--- config.mk ---
export PLATFORM = sky130hd
export DESIGN_NAME = flash_frame_engine
export DESIGN_NICKNAME = d
export VERILOG_FILES = /design/src/rtl/flash_frame_pkg.sv /design/src/rtl/frame_ctrl.sv /design/src/rtl/frame_datapath.sv /design/src/rtl/flash_frame_engine.sv
export SDC_FILE = /design/constraint.sdc
export NUM_CORES = 1
export LEC_CHECK = 0
export ABC_CLOCK_PERIOD_IN_PS = 3800
export BUFFER_PORTS_ARGS = -buffer_cell sky130_fd_sc_hd__buf_2
export CELL_PAD_IN_SITES_DETAIL_PLACEMENT = 0
export CELL_PAD_IN_SITES_GLOBAL_PLACEMENT = 1
export CORE_ASPECT_RATIO = 2
export CORE_UTILIZATION = 44
export DETAILED_ROUTE_END_ITERATION = 12
export GPL_ROUTABILITY_DRIVEN = 0
export GPL_TIMING_DRIVEN = 1
export PLACE_DENSITY = 0.78
export SYNTH_ARGS = -nofsm -noshare
export SYNTH_HDL_FRONTEND = slang
export SYNTH_SLANG_ARGS = --single-unit
--- constraint.sdc ---
create_clock -name clk -period 3.8 [get_ports clk]
set_clock_uncertainty 0.05 [all_clocks]
set_input_delay 0.76 -clock clk [delete_from_list [all_inputs] [get_ports clk]]
set_output_delay 0.76 -clock clk [all_outputs]
set_load 0.005 [all_outputs]
--- src/rtl/flash_frame_pkg.sv ---
package flash_frame_pkg;

  localparam int ADDR_W = 24;

  // Where the next outgoing byte comes from
  typedef enum logic [2:0] {
    SRC_INSTR,
    SRC_ADDR_HI,
    SRC_ADDR_MID,
    SRC_ADDR_LO,
    SRC_TX,
    SRC_ZERO
  } byteSrc_e;

  // Frame section the outgoing pointer is in
  typedef enum logic [1:0] {
    PH_INSTR,
    PH_ADDR,
    PH_TX,
    PH_RX
  } phase_e;

  // Control-to-datapath strobes, valid for one system cycle
  typedef struct packed {
    logic     capture;     // request accepted: latch operands, park clock
    logic     launch;      // drive the next outgoing bit
    logic     loadByte;    // the launched bit is bit 7 of a fresh byte
    byteSrc_e src;         // source of that fresh byte
    logic     sample;      // capturing clock edge now
    logic     rxActive;    // the captured bit belongs to the read section
    logic     sclkToggle;  // serial clock transition now
    logic     sclkIdle;    // no frame: hold clock at polarity level
  } strobes_t;

endpackage

--- src/rtl/frame_ctrl.sv ---
module frame_ctrl
  import flash_frame_pkg::*;
#(
  parameter int CLK_DIV = 4,
  parameter int CNT_W   = 5
) (
  input  logic             clk,
  input  logic             rstN,
  input  logic             start,
  input  logic             cpha,
  input  logic             useAddr,
  input  logic [CNT_W-1:0] txCount,
  input  logic [CNT_W-1:0] rxCount,
  output strobes_t         st,
  output logic             busy,
  output logic             done,
  output logic             csN
);

  localparam int HALF   = (CLK_DIV < 2) ? 1 : CLK_DIV / 2;
  localparam int TMR_W  = (HALF > 1) ? $clog2(HALF) : 1;
  localparam int EDGE_W = CNT_W + 7;

  typedef enum logic [1:0] {S_IDLE, S_SHIFT, S_TRAIL, S_DONE} state_e;

  state_e             state;
  logic [TMR_W-1:0]   tmr;
  logic [EDGE_W-1:0]  edgesLeft;
  logic [EDGE_W-1:0]  rxBits;
  logic               cfgCpha;
  logic               cfgUseAddr;
  logic [CNT_W-1:0]   cfgTxCount;
  phase_e             ptrPhase;
  logic [CNT_W-1:0]   ptrByte;
  logic [2:0]         ptrBit;

  logic               accept;
  logic               tick;
  logic               edgeNow;
  logic               lead;
  logic               lastEdge;
  logic               launchNow;
  logic               sampleNow;
  logic [EDGE_W-1:0]  totBits;
  logic [EDGE_W-1:0]  remBits;
  phase_e             curPhase;
  logic [CNT_W-1:0]   curByte;
  logic [2:0]         curBit;
  phase_e             nPhase;
  logic [CNT_W-1:0]   nByte;
  logic [2:0]         nBit;
  byteSrc_e           srcSel;

  assign accept   = (state == S_IDLE) && start;
  assign tick     = (tmr == TMR_W'(HALF - 1));
  assign edgeNow  = (state == S_SHIFT) && tick;
  assign lead     = ~edgesLeft[0];
  assign lastEdge = (edgesLeft == EDGE_W'(1));
  assign busy     = (state != S_IDLE);

  assign totBits = EDGE_W'(8) + (useAddr ? EDGE_W'(24) : '0)
                 + ((EDGE_W'(txCount) + EDGE_W'(rxCount)) << 3);
  assign remBits = (edgesLeft + EDGE_W'(1)) >> 1;

  // Launch edge: leading when cpha=1, trailing (except the very last) when cpha=0
  assign launchNow = accept ? ~cpha
                   : edgeNow && (cfgCpha ? lead : (~lead && ~lastEdge));
  assign sampleNow = edgeNow && (cfgCpha ? ~lead : lead);

  assign curPhase = accept ? PH_INSTR : ptrPhase;
  assign curByte  = accept ? '0 : ptrByte;
  assign curBit   = accept ? 3'd0 : ptrBit;

  always_comb begin
    nPhase = curPhase;
    nByte  = curByte;
    nBit   = curBit + 3'd1;
    if (curBit == 3'd7) begin
      nByte = '0;
      case (curPhase)
        PH_INSTR: nPhase = cfgUseAddr ? PH_ADDR
                         : ((cfgTxCount != '0) ? PH_TX : PH_RX);
        PH_ADDR:
          if (curByte == CNT_W'(2)) nPhase = (cfgTxCount != '0) ? PH_TX : PH_RX;
          else                      nByte  = curByte + CNT_W'(1);
        PH_TX:
          if (curByte == cfgTxCount - CNT_W'(1)) nPhase = PH_RX;
          else                                   nByte  = curByte + CNT_W'(1);
        default: nPhase = PH_RX;
      endcase
    end
  end

  always_comb begin
    case (curPhase)
      PH_INSTR: srcSel = SRC_INSTR;
      PH_ADDR:  srcSel = (curByte == '0) ? SRC_ADDR_HI
                       : ((curByte == CNT_W'(1)) ? SRC_ADDR_MID : SRC_ADDR_LO);
      PH_TX:    srcSel = SRC_TX;
      default:  srcSel = SRC_ZERO;
    endcase
  end

  always_comb begin
    st.capture    = accept;
    st.launch     = launchNow;
    st.loadByte   = (curBit == 3'd0);
    st.src        = srcSel;
    st.sample     = sampleNow;
    st.rxActive   = (remBits <= rxBits);
    st.sclkToggle = edgeNow;
    st.sclkIdle   = (state == S_IDLE);
  end

  always_ff @(posedge clk) begin
    if (!rstN) begin
      state      <= S_IDLE;
      tmr        <= '0;
      edgesLeft  <= '0;
      rxBits     <= '0;
      cfgCpha    <= 1'b0;
      cfgUseAddr <= 1'b0;
      cfgTxCount <= '0;
      ptrPhase   <= PH_INSTR;
      ptrByte    <= '0;
      ptrBit     <= 3'd0;
      csN        <= 1'b1;
      done       <= 1'b0;
    end else begin
      done <= 1'b0;
      if (launchNow) begin
        ptrPhase <= nPhase;
        ptrByte  <= nByte;
        ptrBit   <= nBit;
      end else if (accept) begin
        ptrPhase <= PH_INSTR;
        ptrByte  <= '0;
        ptrBit   <= 3'd0;
      end
      case (state)
        S_IDLE: begin
          if (start) begin
            state      <= S_SHIFT;
            tmr        <= '0;
            edgesLeft  <= totBits << 1;
            rxBits     <= EDGE_W'(rxCount) << 3;
            cfgCpha    <= cpha;
            cfgUseAddr <= useAddr;
            cfgTxCount <= txCount;
            csN        <= 1'b0;
          end
        end
        S_SHIFT: begin
          tmr <= tick ? '0 : tmr + TMR_W'(1);
          if (tick) begin
            edgesLeft <= edgesLeft - EDGE_W'(1);
            if (lastEdge) state <= S_TRAIL;
          end
        end
        S_TRAIL: begin
          tmr <= tick ? '0 : tmr + TMR_W'(1);
          if (tick) begin
            state <= S_DONE;
            csN   <= 1'b1;
          end
        end
        default: begin
          state <= S_IDLE;
          done  <= 1'b1;
        end
      endcase
    end
  end

endmodule

--- src/rtl/frame_datapath.sv ---
module frame_datapath
  import flash_frame_pkg::*;
(
  input  logic              clk,
  input  logic              rstN,
  input  strobes_t          st,
  input  logic              cpol,
  input  logic [7:0]        instr,
  input  logic [ADDR_W-1:0] addr,
  input  logic [7:0]        txData,
  input  logic              miso,
  output logic              sclk,
  output logic              mosi,
  output logic              txReady,
  output logic [7:0]        rxData,
  output logic              rxValid
);

  logic [7:0]        instrR;
  logic [ADDR_W-1:0] addrR;
  logic [7:0]        shiftOut;
  logic [6:0]        rxShift;
  logic [2:0]        rxCnt;
  logic [7:0]        byteIn;

  always_comb begin
    case (st.src)
      SRC_INSTR:    byteIn = st.capture ? instr : instrR;
      SRC_ADDR_HI:  byteIn = addrR[23:16];
      SRC_ADDR_MID: byteIn = addrR[15:8];
      SRC_ADDR_LO:  byteIn = addrR[7:0];
      SRC_TX:       byteIn = txData;
      default:      byteIn = 8'h00;
    endcase
  end

  always_ff @(posedge clk) begin
    if (!rstN) begin
      instrR   <= '0;
      addrR    <= '0;
      shiftOut <= '0;
      rxShift  <= '0;
      rxCnt    <= 3'd0;
      rxData   <= '0;
      rxValid  <= 1'b0;
      txReady  <= 1'b0;
      mosi     <= 1'b0;
      sclk     <= 1'b0;
    end else begin
      rxValid <= 1'b0;
      txReady <= st.launch && st.loadByte && (st.src == SRC_TX);
      if (st.capture) begin
        instrR <= instr;
        addrR  <= addr;
        rxCnt  <= 3'd0;
      end
      if (st.launch) begin
        if (st.loadByte) begin
          mosi     <= byteIn[7];
          shiftOut <= {byteIn[6:0], 1'b0};
        end else begin
          mosi     <= shiftOut[7];
          shiftOut <= {shiftOut[6:0], 1'b0};
        end
      end
      if (st.sample && st.rxActive) begin
        rxShift <= {rxShift[5:0], miso};
        rxCnt   <= rxCnt + 3'd1;
        if (rxCnt == 3'd7) begin
          rxData  <= {rxShift, miso};
          rxValid <= 1'b1;
        end
      end
      if (st.capture)         sclk <= cpol;
      else if (st.sclkToggle) sclk <= ~sclk;
      else if (st.sclkIdle)   sclk <= cpol;
    end
  end

endmodule

--- src/rtl/flash_frame_engine.sv ---
module flash_frame_engine
  import flash_frame_pkg::*;
#(
  parameter int CLK_DIV = 4,
  parameter int CNT_W   = 5
) (
  input  logic              clk,
  input  logic              rstN,
  input  logic              cpol,
  input  logic              cpha,
  input  logic              start,
  input  logic [7:0]        instr,
  input  logic              useAddr,
  input  logic [ADDR_W-1:0] addr,
  input  logic [CNT_W-1:0]  txCount,
  input  logic [CNT_W-1:0]  rxCount,
  output logic              busy,
  output logic              done,
  input  logic [7:0]        txData,
  output logic              txReady,
  output logic [7:0]        rxData,
  output logic              rxValid,
  output logic              csN,
  output logic              sclk,
  output logic              mosi,
  input  logic              miso
);

  strobes_t st;

  frame_ctrl #(
    .CLK_DIV (CLK_DIV),
    .CNT_W   (CNT_W)
  ) u_ctrl (
    .clk     (clk),
    .rstN    (rstN),
    .start   (start),
    .cpha    (cpha),
    .useAddr (useAddr),
    .txCount (txCount),
    .rxCount (rxCount),
    .st      (st),
    .busy    (busy),
    .done    (done),
    .csN     (csN)
  );

  frame_datapath u_dp (
    .clk     (clk),
    .rstN    (rstN),
    .st      (st),
    .cpol    (cpol),
    .instr   (instr),
    .addr    (addr),
    .txData  (txData),
    .miso    (miso),
    .sclk    (sclk),
    .mosi    (mosi),
    .txReady (txReady),
    .rxData  (rxData),
    .rxValid (rxValid)
  );

endmodule

**Word-level counts from Yosys, hierarchy flattened**

Cells that the tools add are included.

- Logic and storage cells: 131
- Output and inout port bits: 15
- Bits in registers: 101
- Input bits: 57

- Muxes and demuxes: 47
- Equal/unequal tests: 18
- Add/sub/neg operators: 10
- Bitwise operators: 4
- Reduce and logical (&&, ||, !) cells: 29
- Magnitude comparators: 1

Operator list:

| cell | count |
|---|---|
| one-hot mux 8 bit (5 select lines) | 1 |
| 2-to-1 mux 5 bit | 6 |
| 2-to-1 mux 12 bit | 2 |
| one-hot mux 12 bit (2 select lines) | 1 |
| 2-to-1 mux 2 bit | 10 |
| 2-to-1 mux 8 bit | 2 |
| 2-to-1 mux 3 bit | 5 |
| 2-to-1 mux 1 bit | 14 |
| adder 12 x 1 -> 12 bit (second input constant) | 1 |
| == test 12 x 1 -> 1 bit (second input constant) | 1 |
| one-hot mux 2 bit (3 select lines) | 2 |
| subtractor 12 x 1 -> 12 bit (second input constant) | 1 |
| adder 11 bit | 1 |
| adder 4 x 11 -> 11 bit (first input constant) | 1 |
| less-or-equal comparator 11 x 8 -> 1 bit | 1 |
| one-hot mux 5 bit (2 select lines) | 1 |
| nonzero test 2 bit | 5 |
| == test 3 bit (second input constant) | 3 |
| one-hot mux 3 bit (3 select lines) | 1 |
| logical AND 1 bit | 8 |
| AND reduction 2 bit | 4 |
| adder 3 x 1 -> 3 bit (second input constant) | 2 |
| adder 5 x 5 -> 6 bit | 1 |
| == test 3 x 2 -> 1 bit (second input constant) | 2 |
| 22 further kinds | 33 |

**Logic depth before layout (Yosys ltp)**

Gate-level depths: netlist (run 1).

- Word-level depth: 10
- Mapped depth: 17
- Gate-level depth less buffers: 13

**Cells and area by module**

From an unflattened synthesis (run 1), not the netlist that was laid out.

- Cells, all modules: 672
- Area total of the unflattened synthesis: 5741.8 sq um

Modules (own cells, without submodules):

| module | sequential area each (sq um) | cells an instance | area an instance (sq um) | instances |
|---|---|---|---|---|
| frame_ctrl | 780.7 | 378 | 3011.6 | 1 |
| frame_datapath | 1221.2 | 294 | 2730.1 | 1 |

**Worst setup path before layout (run 1)**

OpenSTA, ideal clock, no wires.

- Kind: input to register
- From: input start
- To: register u_ctrl.ptrByte[2]
- Path buffers: 4
- Arrival: 3.050 ns
- Required time: 3.618 ns
- Setup time: 0.132 ns
- Stages: 15
- Setup slack: 0.567 ns
- Cell sequence: clkbuf_1 nand2_1 buf_2 clkbuf_1 nand2_1 inv_1 ha_1 ha_1 and4b_1 a41o_1 a41oi_2 buf_2 nor2_1 o21ai_0 a21oi_1

- Longest elaborated chain between the ends: 7
- Elaborated cells on any way between the ends: 16
- Those cells by class: add/sub: 1; eq/ne: 5; mux: 9; reduce/logical: 1

Ends and longest elaborated chain:

| what | RTL line | text |
|---|---|---|
| start, declared | flash_frame_engine.sv:11 | `input logic start,` |
| logical AND 1 bit (*) | frame_ctrl.sv:54 | `assign accept = (state == S_IDLE) && start;` |
| 2-to-1 mux 5 bit | frame_ctrl.sv:71 | `assign curByte = accept ? '0 : ptrByte;` |
| adder 5 x 1 -> 5 bit (tied with other cells) | frame_ctrl.sv:85, frame_ctrl.sv:88 |  |
| 2-to-1 mux 5 bit, on equally long branches | frame_ctrl.sv:87, frame_ctrl.sv:84 |  |
| one-hot mux 5 bit (2 select lines) | frame_ctrl.sv:80 | `case (curPhase)` |
| 2-to-1 mux 5 bit | frame_ctrl.sv:78 | `if (curBit == 3'd7) begin` |
| 2-to-1 mux 5 bit (*) | frame_ctrl.sv:131 | `if (launchNow) begin` |
| end signal, assigned | frame_ctrl.sv:133 | `ptrByte <= nByte;` |
| end, declared | frame_ctrl.sv:34 | `logic [CNT_W-1:0] ptrByte;` |

Every way passes the cells marked *; elsewhere a longest branch is shown, timed or not.
A chain may end at the register's enable or synchronous reset.

**Worst setup path after layout (run 1)**

- From: register u_ctrl.state[0]
- To: register u_dp.mosi

- Longest elaborated chain between the ends: 10
- Elaborated cells on any way between the ends: 26
- Those cells by class: eq/ne: 8; mux: 10; reduce/logical: 8

Ends and longest elaborated chain:

| what | RTL line | text |
|---|---|---|
| start, declared | frame_ctrl.sv:26 | `state_e state;` |
| start signal, assigned | frame_ctrl.sv:117 | `state <= S_IDLE;` |
| start signal, assigned | frame_ctrl.sv:143 | `state <= S_SHIFT;` |
| start signal, assigned | frame_ctrl.sv:157 | `if (lastEdge) state <= S_TRAIL;` |
| logical NOT 2 bit | frame_ctrl.sv:54 |  |
| logical AND 1 bit | frame_ctrl.sv:54 |  |
| 2-to-1 mux 5 bit | frame_ctrl.sv:71 |  |
| == test 5 x 1 -> 1 bit | frame_ctrl.sv:98 | `: ((curByte == CNT_W'(1)) ? SRC_ADDR_MID : SRC_ADDR_LO);` |
| 2-to-1 mux 1 bit | frame_ctrl.sv:98 |  |
| 2-to-1 mux 3 bit | frame_ctrl.sv:97 | `PH_ADDR: srcSel = (curByte == '0) ? SRC_ADDR_HI` |
| one-hot mux 3 bit (3 select lines) | frame_ctrl.sv:95 | `case (curPhase)` |
| == test 3 bit (tied with other cells) | frame_datapath.sv:27 | `case (st.src)` |
| one-hot mux 8 bit (5 select lines) | frame_datapath.sv:27 |  |
| 2-to-1 mux 1 bit | frame_datapath.sv:58 | `if (st.loadByte) begin` |
| end signal, assigned | frame_datapath.sv:59 | `mosi <= byteIn[7];` |
| end signal, assigned | frame_datapath.sv:62 | `mosi <= shiftOut[7];` |
| end, declared | frame_datapath.sv:13 | `output logic mosi,` |

Several ways; a longest one is shown, not always the timed one.

==> results of run 1 <==
==> layout make-up <==
cell class	count	area [sq um]
Clock buffer	10	229
Inverter	27	101
Multi-Input combinational cell	527	3340
Clock inverter	6	77.6
Fill cell	1271	6150
Sequential cell	100	2000
Timing Repair Buffer	85	460
Tap cell	150	188
==> logic make-up after synthesis <==
logic type,count (synthesis),share of synthesized area
AO/OA/AOI/OAI,165,0.194
XOR/XNOR,16,0.0271
adder cells (fa/ha/maj),38,0.0865
buffers and inverters,72,0.0585
flip-flops,100,0.353
multiplexers,30,0.0545
AND/OR/NAND/NOR,278,0.227
==> critical path, stage by stage (launching register included) <==
cell and delay (ns):
dfxtp_1 0.40, inv_1 0.09, ha_1 0.33, nand2_2 0.30, buf_4 0.33, nand2_1 0.16, inv_1 0.19, ha_1 0.28
nand2b_1 0.15, a2111oi_4 0.63, nand2_1 0.12, nand2_1 0.09, a221oi_1 0.05, o22ai_1 0.20
==> synth_stat cells, types with 4 or more instances <==
library cell and number:
a21oi_1 72, nor2_1 35, mux2i_1 23, a31oi_1 4, nand4_1 9, o211ai_1 4, buf_1 5, nand2_1 166
nor2b_1 5, o22ai_1 10, a22oi_1 5, clkbuf_1 20, or3_1 4, a222oi_1 7, dfxtp_1 100, o21a_1 5
nand2b_1 6, mux2_2 7, nor3_1 9, a211oi_1 4, buf_6 4, nand3_1 11, ha_1 36, inv_1 25
o2111ai_1 7, and2_1 7, a21o_1 4, a221oi_1 9, o21ai_0 14, xnor2_1 12, and3_1 5, buf_2 12
==> per-stage QoR <==
step           total power, mW  hold WS [ns]  worst slack (ns)  std cells
6_report                  4.00         0.406             0.343        905
5_1_grt                   4.25         0.421            0.0104        905
3_3_place_gp              2.99         0.389             0.445        889
3_5_place_dp              3.03         0.396             0.345        889
4_1_cts                   4.01         0.407             0.368        905
2_1_floorplan             2.59         0.384             0.567        699
==> metal layers <==
layer | GRT usage | vias up | routed length [um]
li1 | - | 2559 | -
met1 | 0.239 | 2467 | 5580
met2 | 0.488 | 146 | 9170
met3 | 0.0359 | 42 | 483
met4 | 0.158 | 0 | 852
met5 | 0 | - | 0
==> flip-flops by register name, indices dropped and copies added, names as in the netlist, 5 cells and up <==
name,flops
u_ctrl.edgesLeft,12
u_dp.shiftOut,7
u_ctrl.ptrByte,5
u_ctrl.cfgTxCount,5
u_dp.rxData,8
u_dp.rxShift,7
u_dp.instrR,8
u_ctrl.rxBits,5
u_dp.addrR,24
==> cell usage in the layout, fill, tap and decap left out, drive strengths merged, types with 10 or more instances in the layout <==
cell type | Yosys | final
nor2 | 35 | 35
nand2 | 166 | 166
buf | 24 | 85
nand3 | 11 | 11
nor3 | 10 | 10
ha | 36 | 36
xnor2 | 12 | 12
dfxtp | 100 | 100
clkbuf | 20 | 10
o22ai | 10 | 10
inv | 26 | 30
a21oi | 72 | 72
mux2i | 23 | 23
o21ai | 17 | 17
==> how the worst min path moves through the flow <==
stage | startpoint | slack (ns) | endpoint | cells after the start
6_report | u_dp.rxData[3]$_SDFFE_PN0P_ | 0.41 | u_dp.rxData[3]$_SDFFE_PN0P_ | 2
5_1_grt | u_dp.instrR[2]$_SDFF_PN0_ | 0.42 | u_dp.instrR[2]$_SDFF_PN0_ | 2
4_1_cts | u_dp.instrR[3]$_SDFF_PN0_ | 0.41 | u_dp.instrR[3]$_SDFF_PN0_ | 2
3_5_place_dp | u_dp.rxData[7]$_SDFFE_PN0P_ | 0.40 | u_dp.rxData[7]$_SDFFE_PN0P_ | 2
3_3_place_gp | u_dp.rxData[3]$_SDFFE_PN0P_ | 0.39 | u_dp.rxData[3]$_SDFFE_PN0P_ | 2
2_1_floorplan | u_dp.instrR[1]$_SDFF_PN0_ | 0.38 | u_dp.instrR[1]$_SDFF_PN0_ | 2
==> power by group through the flow <==
stage	Combinational, mW	Clock [mW]	Sequential, mW
6_report	1.60	0.975	1.43
5_1_grt	1.76	1.04	1.45
4_1_cts	1.60	0.992	1.42
3_5_place_dp	1.59	0	1.44
3_3_place_gp	1.55	0	1.44
2_1_floorplan	1.26	0	1.33
==> results.json, run 1 <==
{
  "status": "completed",
  "drive_above_1_share": 0.164,
  "die_w_um": 82.3,
  "totalWireLength_mm": 16.1,
  "antenna_cells": 0,
  "period_minus_slack_ns": 3.46,
  "swShare": 0.402,
  "finalSetupViolCount": 0,
  "ys_warn_count": 0,
  "drv_cap": 0,
  "grt_pass1_wl_mm": 25.4,
  "p_comb_frac": 0.400,
  "synthesis.nets": 794,
  "place_area_sq_mm": 0.00609,
  "ys_seq_area_frac": 0.353,
  "async_flop_share": 0,
  "max-slew-margin-rel": 0.550,
  "post_drt_wl_per_cell_um": 17.8,
  "ys_types": 71,
  "r2r_slack_ns": 0.34,
  "crit_path_end_kind": "register",
  "place.port_buffers": 71,
  "cts_max_path_buffers": 2,
  "reg2reg_depth": 13,
  "clkPwrFrac": 0.244,
  "grt_max_degree": 51,
  "p_leak_nw": 2.62,
  "critPathRequiredTime_ns": 4.02,
  "area_delta_synth_final_pct": 12.8,
  "ys.flop_type": "dfxtp_1",
  "startpoint": "u_ctrl.state[0]$_SDFFE_PN0P_",
  "post_cts_buffers": 0,
  "final_nets": 845,
  "slew_viol_final": 0,
  "finalCritPeriodShare": 0.910,
  "netlist.area_leader.share": 0.353,
  "dieArea_sq_mm": 0.0134,
  "tightest_slew_ns": 0.673,
  "grt_setup_unrepaired": "false",
  "postCtsHoldBufs": 0,
  "hold_class": "register to register",
  "ant_nets": 0,
  "insertion_delay_ns": 0.35,
  "ctsRootBufferMaster": "clkbuf_16",
  "drc": 0,
  "ys_ff_latch": 100,
  "max_freq_mhz": 289,
  "dp_hpwl_mm": 12.2,
  "syn_area_per_cell_sq_um": 8.11,
  "grt_pass1_vias": 5117,
  "arrival_ns": 3.68,
  "drt-initial-drc-count": 194,
  "synth_top_cell_by_area": "dfxtp_1",
  "regToRegEndpoint": "u_dp.mosi$_SDFFE_PN0N_",
  "vias_per_cell": 5.76,
  "dieHeight_um": 163,
  "gr-usage-all-layers": 0.255,
  "rows": 58,
  "synth_edf_count": 0,
  "crit_fanout": 21,
  "finalInstanceArea_sq_mm": 0.00640,
  "p_int_mw": 2.39,
  "syn_area_sq_mm": 0.00567,
  "syn_inst": 699,
  "initial_core_util": 0.452,
  "crit_type": "register to register",
  "clock_sinks": 100,
  "cts_buffers": 9,
  "cp-endpoint": "u_dp.mosi$_SDFFE_PN0N_",
  "path_clk_slew_ns": 0.08,
  "r2r-start": "u_ctrl.state[0]$_SDFFE_PN0P_",
  "core_area_sq_mm": 0.0126,
  "fin_util": 0.510,
  "cts_tree": "yes",
  "ios": 72,
  "vdd_ir_drop_max_v": 0.000307,
  "critPathLaunchType": "register",
  "drt_first_pass_iters": 6,
  "finalHoldViolCount": 0,
  "antenna_found_initial": 0,
  "grt_overflow": 0,
  "num_vias": 5214,
  "htree_levels": 3,
  "synth_area_leaders": "dfxtp_1, nand2_1, ha_1, a21oi_1, mux2i_1",
  "ctsResizeCount": 0,
  "powerDensity_mw_per_mm2": 625,
  "power_switching_mw": 1.61,
  "final.setup.tns_ns": 0,
  "seqPwrFrac": 0.356
}
Power figures use the tool's default switching activity.
==> run 2, diff against run 1 <==
ABC_AREA = 1   (was not set)
CORE_UTILIZATION = 42   (was 44)
==> run 2 against run 1 <==
  * Combinational power rose by 5%
  * Final cell count rose by 14%
  * Sequential share of layout area rose by 0.17 points
  * Largest power group unchanged
  * Highest routed layer unchanged
==> results.json, run 2 <==
{
  "path_clk_slew_ns": 0.07,
  "max-slew-margin-rel": 0.317,
  "tightest_slew_ns": 1.02,
  "insertion_delay_ns": 0.35,
  "num_vias": 5380,
  "finalCritPeriodShare": 0.746,
  "cts_max_path_buffers": 2,
  "cts_buffers": 9,
  "ios": 72,
  "critPathLaunchType": "register",
  "ys_seq_area_frac": 0.358,
  "final_cell_mix": "nand2_1, nor2_1, dfxtp_1, inv_1, buf_2",
  "critPathRequiredTime_ns": 3.93,
  "powerDensity_mw_per_mm2": 639,
  "grt_pass1_vias": 5232,
  "ys_warn_count": 0,
  "final_common_cell": "nand2_1",
  "ant_nets": 0,
  "layoutNonFillerInstCount": 1031,
  "syn_inst": 812,
  "dp_cells": 1015,
  "drt_first_pass_iters": 4,
  "cpPeakStageDelay_ns": 0.38,
  "status": "completed",
  "finalSetupViolCount": 0,
  "cpMostUsedCell": "inv_1",
  "synth_area_leaders": "dfxtp_1, nand2_1, ha_1, nor2_1, nand3_1",
  "drt-initial-drc-count": 270,
  "max_flop_register": "u_dp.addrR",
  "layout_setup_ws_ns": 0.966,
  "totalWireLength_mm": 15.4,
  "grt_overflow": 0,
  "crit_fanout": 13,
  "critPathTopFamily": "simple AND/OR/NAND/NOR gates",
  "area_delta_synth_final_pct": 13.9,
  "vdd_ir_drop_max_v": 0.000446,
  "design_power_total_mw": 4.07,
  "clock_sinks": 100,
  "antenna_cells": 0,
  "p_leak_nw": 3.08,
  "syn_area_per_cell_sq_um": 6.88,
  "dieHeight_um": 165,
  "grt_pass1_wl_mm": 25.2,
  "max_freq_mhz": 353,
  "crit_path_end_kind": "register",
  "path_cells": "inv_1, ha_1, nand2_2, buf_4, nand2_1, ha_1, inv_1, nor2_1, inv_1, nor2_2, nor2_4, nand3_1, nand4_1, nand2_1, a21oi_1",
  "synth_top_cell_by_area": "dfxtp_1",
  "synth_edf_count": 0,
  "dieArea_sq_mm": 0.0138,
  "reg.largest.list": "u_dp.addrR (24), u_ctrl.edgesLeft (12)",
  "yosysMostFrequentCell": "nand2_1",
  "core_area_sq_mm": 0.0130,
  "htree_levels": 3,
  "antenna_found_initial": 0,
  "synth_common_cells": "nand2_1, nor2_1, dfxtp_1",
  "syn_area_sq_mm": 0.00559,
  "post_cts_buffers": 0,
  "initial_core_util": 0.430,
  "async_flop_share": 0,
  "die_w_um": 83.6,
  "crit_type": "register to register",
  "grt_max_degree": 76,
  "cts_tree": "yes",
  "arrival_ns": 2.97,
  "dp_hpwl_mm": 11.8,
  "gr-usage-all-layers": 0.232,
  "netlist.area_leader.share": 0.358,
  "cp.buffers_inverters": 4,
  "drv_cap": 0,
  "post_drt_wl_per_cell_um": 15.0,
  "ys_ff_latch": 100,
  "period_minus_slack_ns": 2.83,
  "cpMaxStageDelayCell": "nor2_2",
  "hold_class": "register to register",
  "synthesis.nets": 907,
  "drive_above_1_share": 0.143,
  "drc": 0,
  "ys_types": 38,
  "slew_viol_final": 0,
  "ctsResizeCount": 0,
  "grt_setup_unrepaired": "false",
  "vias_per_cell": 5.22,
  "largest_reg_flops": 24,
  "dp_slack_ns": 0.758,
  "final_nets": 969,
  "rows": 59,
  "place.port_buffers": 71,
  "final.setup.tns_ns": 0,
  "ys.flop_type": "dfxtp_1",
  "ctsRootBufferMaster": "clkbuf_16",
  "postCtsHoldBufs": 0,
  "finalHoldViolCount": 0
}
run 2: cells by family after synthesis:
family,share of synthesized area
and+or+nand+nor,0.327
AOI/OAI and AO/OA,0.138
buffers and inverters,0.0764
DFF,0.358
adders and majority gates,0.0878
xor gates and xnor gates,0.0125
run 2: cell type report:
| class | instances | area (sq um) |
|---|---|---|
| fill | 1405 | 6630 |
| multi-input combinational | 604 | 3160 |
| sequential | 100 | 2000 |
| timing repair buffer | 80 | 423 |
| inverter | 79 | 297 |
| clock buffer | 9 | 225 |
| tap | 152 | 190 |
| clock inverter | 7 | 68.8 |
run 2: worst paths after layout:
kind                                      start                             to  slack (ns)  cells past startpoint
setup / recovery   u_ctrl.state[0]$_SDFFE_PN0P_  u_dp.shiftOut[1]$_SDFFE_PN0N_        0.97                     15
hold / removal    u_ctrl.rxBits[5]$_SDFFE_PN0P_  u_ctrl.rxBits[5]$_SDFFE_PN0P_        0.41                      2
setup reg to reg   u_ctrl.state[0]$_SDFFE_PN0P_  u_dp.shiftOut[1]$_SDFFE_PN0N_        0.97                     15
hold reg to reg   u_ctrl.rxBits[5]$_SDFFE_PN0P_  u_ctrl.rxBits[5]$_SDFFE_PN0P_        0.41                      2
run 2: metal layers:
| layer | track usage | vias to the layer above | share of wire |
|---|---|---|---|
| met1 | 0.237 | 2475 | 0.38 |
| met4 | 0.0863 | 0 | 0.023 |
| met5 | 0 | - | 0 |
| met2 | 0.468 | 93 | 0.57 |
| met3 | 0.0313 | 23 | 0.026 |
| li1 | - | 2789 | - |
run 2: worst min-delay path: cells and delay by family (launching register included):
family | cells | cell delay [ns]
flops | 1 | 0.30
compound gates | 1 | 0.06
buf+inv | 1 | 0.06
run 2: power by group:
group | leakage (nW) | internal (mW) | switching [mW]
Clock | 0.143 | 0.462 | 0.450
Combinational | 2.11 | 0.573 | 1.11
Sequential | 0.820 | 1.27 | 0.197
Total | 3.08 | 2.31 | 1.76
run 2: per-stage QoR:
stage | util | hold WS, ns | area (sq um)
after floorplan | - | 0.385 | 5590
after global placement | 0.467 | 0.393 | 6070
after detailed placement | 0.467 | 0.409 | 6070
after CTS | 0.490 | 0.420 | 6360
after global routing | 0.490 | 0.443 | 6360
final | 0.490 | 0.414 | 6360
==> run 3, diff against run 2 <==
ABC_CLOCK_PERIOD_IN_PS = 2900   (was 3800)
clock period = 2.9 ns   (was 3.8 ns; I/O delays follow)
==> run 3 against run 2 <==
  * Fmax rose by 5.6%
  * Global-route usage fell by 0.77 points
  * Sequential share of layout area fell by 0.57 points
  * First-iteration DRC count fell by 37%
  * Worst hold slack got worse by 0.0059 ns
  * Largest power group unchanged
==> results.json, run 3 (synthesized netlist as in run 2, its figures left out) <==
{
  "ant_nets": 0,
  "ios": 72,
  "drt_first_pass_iters": 4,
  "hold-path-cell-count": 2,
  "holdWs_ns": 0.408,
  "final_common_cell": "nand2_1",
  "reg2reg_depth": 16,
  "r2r_slack_ns": 0.22,
  "totalWireLength_mm": 15.3,
  "max-slew-margin-rel": 0.332,
  "critPathRequiredTime_ns": 3.15,
  "drt-initial-drc-count": 171,
  "period_minus_slack_ns": 2.68,
  "cpPeakStageDelay_ns": 0.39,
  "highest_layer": "met4",
  "wl_met2_mm": 8.54,
  "max_flop_register": "u_dp.addrR",
  "status": "completed",
  "p_leak_nw": 3.15,
  "drive_above_1_share": 0.163,
  "htree_levels": 3,
  "hold_end": "u_ctrl.csN$_SDFFE_PN1P_",
  "cts_max_path_buffers": 2,
  "cpMaxStageDelayCell": "dfxtp_4",
  "rows": 59,
  "dp_hpwl_mm": 11.5,
  "r2r-start": "u_ctrl.edgesLeft[2]$_SDFFE_PN0P_",
  "hold_start": "u_ctrl.csN$_SDFFE_PN1P_",
  "clock_sinks": 100,
  "crit_path_end_kind": "register",
  "antenna_cells": 0,
  "dieArea_sq_mm": 0.0138,
  "tightest_slew_ns": 1.00,
  "postCtsHoldBufs": 0,
  "max_freq_mhz": 373,
  "wl_met3_um": 516,
  "cts_tree": "yes",
  "crit_type": "register to register",
  "grt_max_degree": 76,
  "finalCritPeriodShare": 0.926,
  "die_w_um": 83.6,
  "dp_slack_ns": 0.0390,
  "place.port_buffers": 71,
  "startpoint": "u_ctrl.edgesLeft[2]$_SDFFE_PN0P_",
  "grt_pass1_vias": 5324,
  "core_area_sq_mm": 0.0130,
  "regToRegEndpoint": "u_dp.rxData[4]$_SDFFE_PN0P_",
  "insertion_delay_ns": 0.35,
  "finalHoldViolCount": 0,
  "hold_class": "register to register",
  "cpMostUsedCell": "nand2_1",
  "vias_per_cell": 5.28,
  "arrival_ns": 2.93,
  "num_vias": 5500,
  "ctsRootBufferMaster": "clkbuf_16",
  "slew_viol_final": 0,
  "final_nets": 980,
  "crit_fanout": 8,
  "layout_setup_ws_ns": 0.216,
  "initial_core_util": 0.430,
  "drt-met1-wl_mm": 5.75,
  "path_clk_slew_ns": 0.08,
  "grt_overflow": 0,
  "gr-usage-all-layers": 0.224,
  "dieHeight_um": 165,
  "final_cell_mix": "nand2_1, nor2_1, dfxtp_1, inv_1, buf_2",
  "grt_pass1_wl_mm": 24.5,
  "critPathLaunchType": "register",
  "antenna_found_initial": 0,
  "vdd_ir_drop_max_v": 0.000656,
  "powerDensity_mw_per_mm2": 849,
  "path_cells": "nand3_2, nor3_4, a31oi_1, a21oi_1, ha_1, nand2_1, inv_1, o21ai_0, nand3b_1, nand2_1, nand2_2, nor2_8, nand3_4, nor2_8, nand2_1, nand2_1",
  "largest_reg_flops": 24,
  "reg.largest.list": "u_dp.addrR (24), u_ctrl.edgesLeft (12)",
  "finalSetupViolCount": 0,
  "cts_buffers": 9,
  "area_delta_synth_final_pct": 16.5,
  "grt_setup_unrepaired": "true",
  "post_drt_wl_per_cell_um": 14.7,
  "drc": 0,
  "drv_cap": 0
}
## run 3: stage by stage
step	instances	util	power, mW	setup TNS, ns	area [sq um]
6_report	1042	0.501	5.53	0	6510
5_1_grt	1042	0.501	5.97	-0.0336	6510
4_1_cts	1037	0.495	5.53	0	6430
3_5_place_dp	1021	0.471	4.22	0	6120
3_3_place_gp	1021	0.471	4.16	0	6120
2_1_floorplan	812	-	3.58	0	5590
## run 3: timing repair
action / CTS / global route
endpoints found under the setup margin: 0 / 28
setup buffers: 0 / 4
resized for setup: 0 / 12
## run 3: per-layer routing
metal | up-vias | global-route usage
met5 | - | 0
li1 | 2821 | -
met4 | 0 | 0.106
met2 | 109 | 0.447
met3 | 33 | 0.0293
met1 | 2537 | 0.225
## run 3: area by class of cell
cell class	instances	area, sq um
timing repair buffer	90	498
tap	152	190
inverter	79	297
fill	1368	6480
clock buffer	10	239
sequential	100	2010
multi-input combinational	605	3200
clock inverter	6	78.8
## run 3: report_power, final
group          internal [mW]  total (mW)  switching (mW)
registers               1.68        1.90           0.225
clock network          0.712        1.30           0.584
logic                  0.802        2.33            1.53
## run 3: worst max path at each step
| stage | cells after the start | slack [ns] | to |
|---|---|---|---|
| finish | 16 | 0.22 | u_dp.rxData[4]$_SDFFE_PN0P_ |
| global route | 16 | -0.03 | u_dp.rxData[4]$_SDFFE_PN0P_ |
| CTS | 18 | 0.05 | u_dp.rxData[4]$_SDFFE_PN0P_ |
| detailed placement | 11 | 0.04 | u_ctrl.edgesLeft[9]$_SDFFE_PN0P_ |
| global placement | 11 | 0.09 | u_ctrl.edgesLeft[9]$_SDFFE_PN0P_ |
| floorplan | 10 | 0.31 | u_ctrl.edgesLeft[9]$_SDFFE_PN0P_ |
## run 3: worst max-delay path, delay by kind of cell (launching register included)
family                   cells  cell delay, ns
AO/OA/AOI/OAI                3            0.43
adder cells (fa/ha/maj)      1            0.28
buffers and inverters        1            0.03
flip-flops                   1            0.39
AND/OR/NAND/NOR             11            1.45
